$ cat config.mk
export PLATFORM = sky130hd
export DESIGN_NAME = chan_irq_combiner
export DESIGN_NICKNAME = d
export VERILOG_FILES = /design/src/rtl/chan_irq_pkg.sv /design/src/rtl/chan_irq_regs.sv /design/src/rtl/chan_irq_merge.sv /design/src/rtl/chan_irq_combiner.sv
export SDC_FILE = /design/constraint.sdc
export NUM_CORES = 1
export LEC_CHECK = 0
export CAP_MARGIN = 20
export CORE_ASPECT_RATIO = 1.75
export CORE_UTILIZATION = 35
export DETAILED_ROUTE_END_ITERATION = 10
export DONT_BUFFER_PORTS = 1
export PLACE_DENSITY = 0.51
export SYNTH_ARGS = -nofsm -noshare
export SYNTH_HDL_FRONTEND = slang
export SYNTH_SLANG_ARGS = --single-unit
$ cat constraint.sdc
create_clock -name clk -period 1.2 [get_ports clk]
set_input_delay 0.24 -clock clk [delete_from_list [all_inputs] [get_ports clk]]
set_output_delay 0.24 -clock clk [all_outputs]
set_load 0.01 [all_outputs]
$ cat src/rtl/chan_irq_pkg.sv
package chan_irq_pkg;
    localparam int NUM_CH   = 2;
    localparam int DATA_W   = 8;
    localparam int ADDR_W   = 2;
    localparam int PEND_LSB = 2;
    localparam int BLK_LSB  = 4;
    localparam int TIM_BASE = 1;

    typedef enum logic [ADDR_W-1:0] {
        ADDR_MODE = 2'd0,
        ADDR_TIM0 = 2'd1,
        ADDR_TIM1 = 2'd2,
        ADDR_NONE = 2'd3
    } reg_addr_e;

    typedef struct packed {
        logic [NUM_CH-1:0] blk;
        logic [NUM_CH-1:0] pend;
    } mode_t;

    function automatic logic [DATA_W-1:0] mode_pack(input mode_t m);
        logic [DATA_W-1:0] b;
        b = '0;
        b[PEND_LSB +: NUM_CH] = m.pend;
        b[BLK_LSB  +: NUM_CH] = m.blk;
        return b;
    endfunction

    function automatic logic [ADDR_W-1:0] tim_addr(input int ch);
        return ADDR_W'(TIM_BASE + ch);
    endfunction
endpackage

$ cat src/rtl/chan_irq_regs.sv
module chan_irq_regs
    import chan_irq_pkg::*;
(
    input  logic                          clk,
    input  logic                          rst,
    input  logic [NUM_CH-1:0]             req,
    input  logic                          wr,
    input  logic [ADDR_W-1:0]             addr,
    input  logic [DATA_W-1:0]             wdata,
    output logic [DATA_W-1:0]             rdata,
    output mode_t                         mode,
    output logic [NUM_CH-1:0][DATA_W-1:0] tim
);
    logic mode_we;
    assign mode_we = wr && (addr == ADDR_MODE);

    // Pending follows the request level; block is written by software only.
    always_ff @(posedge clk) begin
        if (rst) begin
            mode <= '0;
        end else begin
            mode.pend <= req;
            if (mode_we) mode.blk <= wdata[BLK_LSB +: NUM_CH];
        end
    end

    for (genvar i = 0; i < NUM_CH; i++) begin : g_tim
        always_ff @(posedge clk) begin
            if (rst)
                tim[i] <= '0;
            else if (wr && (addr == tim_addr(i)))
                tim[i] <= wdata;
        end
    end

    always_comb begin
        rdata = '0;
        if (addr == ADDR_MODE)
            rdata = mode_pack(mode);
        for (int i = 0; i < NUM_CH; i++)
            if (addr == tim_addr(i))
                rdata = tim[i];
    end
endmodule

$ cat src/rtl/chan_irq_merge.sv
module chan_irq_merge
    import chan_irq_pkg::*;
(
    input  logic  clk,
    input  logic  rst,
    input  mode_t mode,
    output logic  irq
);
    logic [NUM_CH-1:0] gated;

    for (genvar i = 0; i < NUM_CH; i++) begin : g_gate
        assign gated[i] = mode.pend[i] & ~mode.blk[i];
    end

    always_ff @(posedge clk) begin
        if (rst) irq <= 1'b0;
        else     irq <= |gated;
    end
endmodule

$ cat src/rtl/chan_irq_combiner.sv
module chan_irq_combiner
    import chan_irq_pkg::*;
(
    input  logic              clk,
    input  logic              rst,
    input  logic [NUM_CH-1:0] chan_req,
    input  logic              reg_wr,
    input  logic [ADDR_W-1:0] reg_addr,
    input  logic [DATA_W-1:0] reg_wdata,
    output logic [DATA_W-1:0] reg_rdata,
    output logic              irq_out
);
    mode_t                         mode_q;
    logic [NUM_CH-1:0][DATA_W-1:0] tim_q;

    chan_irq_regs i_regs (
        .clk   (clk),
        .rst   (rst),
        .req   (chan_req),
        .wr    (reg_wr),
        .addr  (reg_addr),
        .wdata (reg_wdata),
        .rdata (reg_rdata),
        .mode  (mode_q),
        .tim   (tim_q)
    );

    chan_irq_merge i_merge (
        .clk  (clk),
        .rst  (rst),
        .mode (mode_q),
        .irq  (irq_out)
    );
endmodule

==> metrics.md, run 1 <==
| Metric | Value |
|---|---|
| CTS H-tree depth | `1` |
| Total GRT Usage | `0.142` |
| Leakage | `0.451 nW` |
| GRT busiest layer | `met2` |
| Slew margin rel. | `0.851` |
| Root buffer cell | `clkbuf_8` |
| Tmin final | `1.14 ns` |
| Slew Viols, Final | `0` |
| CP Max Fanout | `3` |
| FILL cells | `266` |
| Vias in the first global route | `~690` |
| Worst reg-to-reg setup slack | `0.55 ns` |
| Vias per cell | `between 5 and 6` |
| Iter 0 DRT Violations | `18` |
| Final WL | `2050 µm` |
| Seq/Total Area, Yosys | `0.416` |
| GR Overflow Total | `0` |
| Setup Skew | `0.000565 ns` |
| Setup TNS | `0 ns` |
| CP Capture Type | `primary output` |
| Total CTS buffers | `3` |
| Critical-path cell list | `mux2i_1 > o2bb2ai_2` |
| Met1 Usage GRT | `0.160` |
| Post-DP HPWL | `1460 µm` |
| Final Setup Violations | `0` |
| Pin count of the biggest net entering global routing | `30` |
| CTS tree | `yes` |
| Most frequent cells in the layout | `28 x nand2b_1, 22 x mux2i_1, 20 x dfxtp_1` |
| # DRC | `0` |
| Setup ws final | `~0.056 ns` |
| Min-Delay Path Class | `primary input to flop` |
| Met2 Usage GRT | `0.237` |
| Worst Path Buf+Inv | `0` |
| Worst vdd ir | `between 600 and 700 µV` |
| Post-Route Utilization | `0.402` |
| Mapped Cells | `between 90 and 100` |
| Global Route met3 Usage | `0.0421` |
| Worst setup path category | `flop to primary output` |
| Final Hold Fails | `0` |
| Crit path largest cell delay | `0.36 ns` |
| Clock sink count | `21` |
| Starting density of the core | `0.371` |
| Total I/O pin count | `24` |
| FF+latch area | `422 µm²` |
| Placed cells | `120` |
| Clock transition at the registers of the reported paths | `0.07 ns` |
| Crit path DAT | `approximately 0.90 ns` |
| Core Rows | `25` |
| PwrDens | `1200 nW/µm²` |
| Status | `completed` |
| # Max-Cap Violations | `0` |
| Mapped Nets | `roughly 110` |
| Vias | `approximately 660` |
| Wire length of the first global-routing pass | `3280 µm` |
| Final net count | `approximately 110` |
| Fin cells | `roughly 120` |
| Crit-path slowest cell | `dfxtp_1` |
| Finished layout cell area | `1090 µm²` |
| #FFs+latches synth | `21` |
| Footprint of the multi-input gates | `roughly 560 µm²` |
| Die height | `73.1 µm` |
| Placed cell area | `1020 µm²` |
| CP required | `0.96 ns` |
| Port bufs | `0` |
| Syn Area/Cell | `10.5 µm²` |
| CP delay by family, top | `flip-flops` |
| WL/cell | `16.5 µm` |
| Pre-CTS WS | `0.194 ns` |
| Synthesized area | `1010 µm²` |
| CP startpoint kind | `flop` |
| RSZ-0062 raised after global routing | `false` |
| DRT Pass-1 Iters | `4` |
| Clk Latency, worst-skew pair | `approximately 0.25 ns` |
| DRT antenna net count | `0` |
| Layout cell share with drive strength beyond 1 | `0.144` |
| Area growth, synth to finish | `8.29%` |
| Worst slew pin tran | `0.217 ns` |
| Core area | `2720 µm²` |
| Clk buf depth | `2` |
| Synth Warn # | `0` |
| GPL Wtd Cong | `0.685` |
| Synth cell types | `14` |
| Die area | `3120 µm²` |
| Antenna violations before repair | `0` |
| Fmax | `0.874 GHz` |
| Antenna cells | `0` |
| Die width | `approximately 43 µm` |
| Fin crit share | `0.954` |
| Post-CTS Setup Inserts | `0` |
| Most common cell after layout, fill and taps aside | `nand2b_1` |
state kept, by name, indices dropped and copies added, names as in the netlist:
name	count
i_merge.irq	1
i_regs.tim	16
i_regs.mode	4
per-layer routing:
layer / part of all wire / wire length [µm]
met5: 0 / 0
met4: 0.011 / 22
met3: 0.058 / 119
met2: 0.50 / 1020
met1: 0.44 / 892
cell usage after synthesis (all sizes together):
cell type,instances,share of area
a21oi,1,0.0049
a22o,4,0.035
and3b,1,0.0087
buf,6,0.051
clkbuf,2,0.0074
dfxtp,21,0.42
mux2i,22,0.22
nand2b,28,0.17
nand3b,2,0.015
nor2b,4,0.025
nor3b,1,0.012
o2bb2ai,4,0.035
worst paths after layout:
path	start	endpoint	depth (start not counted)
worst max register to register	i_regs.mode[3]	i_merge.irq	2
worst min-delay path	rst	i_merge.irq	1
worst max-delay path	i_regs.mode[2]	reg_rdata[4]	2
worst min register to register	i_regs.mode[0]	i_merge.irq	2
report_power, final:
| group | internal (mW) | switching (mW) |
|---|---|---|
| sequential | 0.724 | 0.0164 |
| combinational | 0.0658 | 0.0503 |
| clock | 0.236 | 0.222 |
per-stage QoR:
step,hold WS [ns],total power [mW]
after global routing,0.0263,1.38
after detailed placement,0.313,0.869
final,0.0459,1.31
after global placement,0.313,0.867
after floorplan,0.368,0.866
after CTS,0.0334,1.34
logic make-up after synthesis:
| kind of cell | synth area share |
|---|---|
| and+or+nand+nor | 0.234 |
| buffers and inverters | 0.0582 |
| AOI/OAI and AO/OA | 0.0742 |
| DFF | 0.416 |
| muxes | 0.218 |
final cells by class:
type	instances	share of cell area
multi-input cells	67	0.509
clock buffers	4	0.0411
repair buffers	5	0.0343
flip-flops and latches	21	0.385
well taps	27	0.0309
what timing repair did:
| item | CTS | global route |
|---|---|---|
| endpoints found under the setup margin | 4 | 3 |
| resized for setup | 4 | 1 |
| pin swaps | 0 | 3 |
| hold buffers | 0 | 0 |
Note: power is estimated with default switching activity, not from simulation.
==> run 2: changes to the inputs <==
--- a/config.mk
+++ b/config.mk
@@ -13,4 +13,5 @@
 export PLACE_DENSITY = 0.51
 export SYNTH_ARGS = -nofsm -noshare
 export SYNTH_HDL_FRONTEND = slang
+export SYNTH_HIERARCHICAL = 1
 export SYNTH_SLANG_ARGS = --single-unit
==> constraint.sdc (replaced) <==
create_clock -name clk -period 1.2 [get_ports clk]
set_input_delay 0.06 -clock clk [delete_from_list [all_inputs] [get_ports clk]]
set_output_delay 0.06 -clock clk [all_outputs]
set_load 0.01 [all_outputs]
==> metrics.md, run 2 <==
| Metric | Value |
|---|---|
| Status | `completed (unchanged)` |
| Setup TNS | `0 ns (unchanged)` |
| Final WL | `2090 µm (was 2050 µm)` |
| CTS tree | `yes (unchanged)` |
| Synth Area in Simple Gates | `0.231 (was 0.234)` |
| Compound-Gate Fraction of Synth Area | `0.0791 (was 0.0743)` |
| Post-DP HPWL | `1370 µm (was 1460 µm)` |
| Setup Skew | `0.00542 ns (was 0.000565 ns)` |
| Post-synth top flop | `dfxtp_1 (unchanged)` |
| Most common cell after layout, fill and taps aside | `nand2b_1 (unchanged)` |
| Overall Power | `1.33 mW (was 1.31 mW)` |
| CP Max Fanout | `3 (unchanged)` |
| Clk buf depth | `2 (unchanged)` |
| DRT Pass-1 Iters | `4 (unchanged)` |
| Slew margin rel. | `0.570 (was 0.851)` |
| Core area | `2690 µm² (was 2720 µm²)` |
| Dominant combinational cell family by area after synthesis | `simple AND/OR/NAND/NOR gates (unchanged)` |
| GR Overflow Total | `0 (unchanged)` |
| Leakage | `0.468 nW (was 0.451 nW)` |
| Synthesized area | `996 µm² (was 1010 µm²)` |
| Vias | `682 (was 661)` |
| DRT antenna net count | `0 (unchanged)` |
| Antenna violations before repair | `0 (unchanged)` |
| Clock transition at the registers of the reported paths | `0.08 ns (was 0.07 ns)` |
| Post-Synth XOR/XNOR Area | `0 (unchanged)` |
| Clock sink count | `21 (unchanged)` |
| Port bufs | `0 (unchanged)` |
| WL/cell | `16.4 µm (was 16.5 µm)` |
| Wire length of the first global-routing pass | `3300 µm (was 3280 µm)` |
| Mapped Nets | `109 (was 111)` |
| Fin crit share | `0.841 (was 0.954)` |
| Post-synth ARST share | `0 (unchanged)` |
| RSZ-0062 raised after global routing | `false (unchanged)` |
| Slew Viols, Final | `0 (unchanged)` |
| Post-synth EDFFs | `0 (unchanged)` |
| Core Rows | `25 (unchanged)` |
| Pin count of the biggest net entering global routing | `22 (was 30)` |
| Starting density of the core | `0.370 (was 0.371)` |
| CP startpoint kind | `flop (unchanged)` |
| Final Setup Violations | `0 (unchanged)` |
| Area contributors post-synth | `dfxtp_1 42%, mux2i_1 22%, nand2b_1 18% (was dfxtp_1 42%, mux2i_1 22%, nand2b_1 17%)` |
| Setup ws final | `0.190 ns (was 0.0555 ns)` |
| GPL Wtd Cong | `0.655 (was 0.685)` |
| Worst setup path category | `flop to primary output (unchanged)` |
| CP Capture Type | `primary output (unchanged)` |
| Finished layout cell area | `1120 µm² (was 1090 µm²)` |
| CTS H-tree depth | `1 (unchanged)` |
| Most frequent cells in the layout | `28 x nand2b_1, 22 x mux2i_1, 21 x dfxtp_1 (was 28 x nand2b_1, 22 x mux2i_1, 20 x dfxtp_1)` |
| # DRC | `0 (unchanged)` |
| Min-Delay Path Class | `primary input to flop (unchanged)` |
| Seq/Total Area, Yosys | `0.422 (was 0.416)` |
| Root buffer cell | `clkbuf_8 (unchanged)` |
| Mux cell area share after synthesis | `0.221 (was 0.218)` |
| Post-CTS Setup Inserts | `0 (unchanged)` |
| Worst vdd ir | `650 µV (was 684 µV)` |
| Crit path DAT | `0.95 ns (was 0.90 ns)` |
| Die area | `3070 µm² (was 3120 µm²)` |
| PwrDens | `1190 nW/µm² (was 1200 nW/µm²)` |
| Final Hold Fails | `0 (unchanged)` |
| CP required | `1.14 ns (was 0.96 ns)` |
| Clk Latency, worst-skew pair | `0.26 ns (was 0.25 ns)` |
| Vias in the first global route | `666 (was 685)` |
| Total CTS buffers | `3 (unchanged)` |
| Die height | `72.6 µm (was 73.1 µm)` |
| R2r worst-path depth | `2 (unchanged)` |
| Register with the most flip-flops | `i_regs/tim (was i_regs.tim)` |
| Worst slew pin tran | `0.645 ns (was 0.217 ns)` |
| Placed cell area | `991 µm² (was 1020 µm²)` |
| Tmin final | `1.01 ns (was 1.14 ns)` |
| Total I/O pin count | `24 (unchanged)` |
| Min-Delay Path Depth | `2 (was 1)` |
| Post-Synth Adder-Cell Area | `0 (unchanged)` |
| Area leader, netlist | `dfxtp_1 (unchanged)` |
| Max reg flops | `16 (unchanged)` |
| Die width | `42.3 µm (was 42.6 µm)` |
| Top cell type's share of synthesized area | `0.422 (was 0.416)` |
| Vias per cell | `5.37 (was 5.33)` |
| Synth cell types | `15 (was 14)` |
| Fmax | `0.991 GHz (was 0.874 GHz)` |
| Iter 0 DRT Violations | `16 (was 18)` |
| Min Hold Slack | `0.00860 ns (was 0.0459 ns)` |
| Pre-CTS WS | `0.431 ns (was 0.194 ns)` |
| # Max-Cap Violations | `0 (unchanged)` |
| Largest registers | `i_regs/tim (16), i_regs/mode (4), i_merge/irq (1) (was i_regs.tim (16), i_regs.mode (4), i_merge.irq (1))` |
| Commonest cells post-synth | `28 x nand2b_1, 22 x mux2i_1, 21 x dfxtp_1, 4 x a22o_1, 4 x o2bb2ai_1 (was 28 x nand2b_1, 22 x mux2i_1, 21 x dfxtp_1)` |
| Mapped Cells | `94 (was 96)` |
| Syn Area/Cell | `10.6 µm² (was 10.5 µm²)` |
| Antenna cells | `0 (unchanged)` |
| Final net count | `116 (was 113)` |
| Most frequent cell after synthesis | `nand2b_1 (unchanged)` |
| Synth Warn # | `6 (was 0)` |
| Total GRT Usage | `0.146 (was 0.142)` |
| #FFs+latches synth | `21 (unchanged)` |
| Layout cell share with drive strength beyond 1 | `0.0800 (was 0.144)` |
| Area growth, synth to finish | `12.4% (was 8.29%)` |
run 2: changes by cell type after synthesis, sizes merged:
| cell | previous run | this run |
|---|---|---|
| buf | 6 | 4 |
| and2b | 0 | 1 |
| clkbuf | 2 | 3 |
| nand3b | 2 | 1 |
| nor2b | 4 | 3 |
| nor3b | 1 | 0 |
| or3b | 0 | 1 |
run 2: worst max-delay path, stage by stage (launching register included):
cell and delay [ns]:
dfxtp_1 0.36, mux2i_1 0.07, o2bb2ai_1 0.26
run 2: cells by family after synthesis:
| kind of cell | after synthesis |
|---|---|
| buf+inv | 7 |
| flops | 21 |
| simple gates | 35 |
| compound gates | 9 |
| mux | 22 |
run 2: report_power, final:
part           switching [mW]  leakage, nW  internal (mW)
Combinational          0.0604        0.271         0.0745
Sequential             0.0151        0.171          0.723
Clock                   0.229       0.0255          0.231
run 2: final cells by class:
type / count / area, µm²
Clock inverter: 1 / 5.00
Fill cell: 275 / 1570
Clock buffer: 3 / 41.3
Tap cell: 27 / 33.8
Timing Repair Buffer: 9 / 90.1
Multi-Input combinational cell: 66 / 529
Sequential cell: 21 / 420
run 2: path summary, 6_finish.rpt:
check,slack (ns),start,endpoint
min reg2reg,0.48,i_regs/tim[4],i_regs/tim[4]
max,0.19,i_regs/mode[2],reg_rdata[4]
max reg2reg,0.51,i_regs/mode[2],i_merge/irq
min,0.009,rst,i_regs/tim[0]
run 2: repair_timing:
| action | 4_1_cts | 5_1_grt |
|---|---|---|
| hold buffers | 8 | 0 |
| hold endpoints to repair | 21 | 0 |
| gates resized for setup | 0 | 1 |
| endpoints found under the setup margin | 0 | 8 |
run 2: metrics by stage:
| stage | utilization | instances |
|---|---|---|
| 6_report | 0.416 | 127 |
| 2_1_floorplan | - | 94 |
| 5_1_grt | 0.416 | 127 |
| 4_1_cts | 0.415 | 127 |
| 3_3_place_gp | 0.368 | 115 |
| 3_5_place_dp | 0.368 | 115 |
run 2: layer usage:
metal  track usage  vias up  part of all wire
li1              -      335                 -
met1         0.169      320              0.42
met2         0.250       23              0.52
met5             0        -                 0
met4        0.0729        0             0.015
met3        0.0299        4             0.040
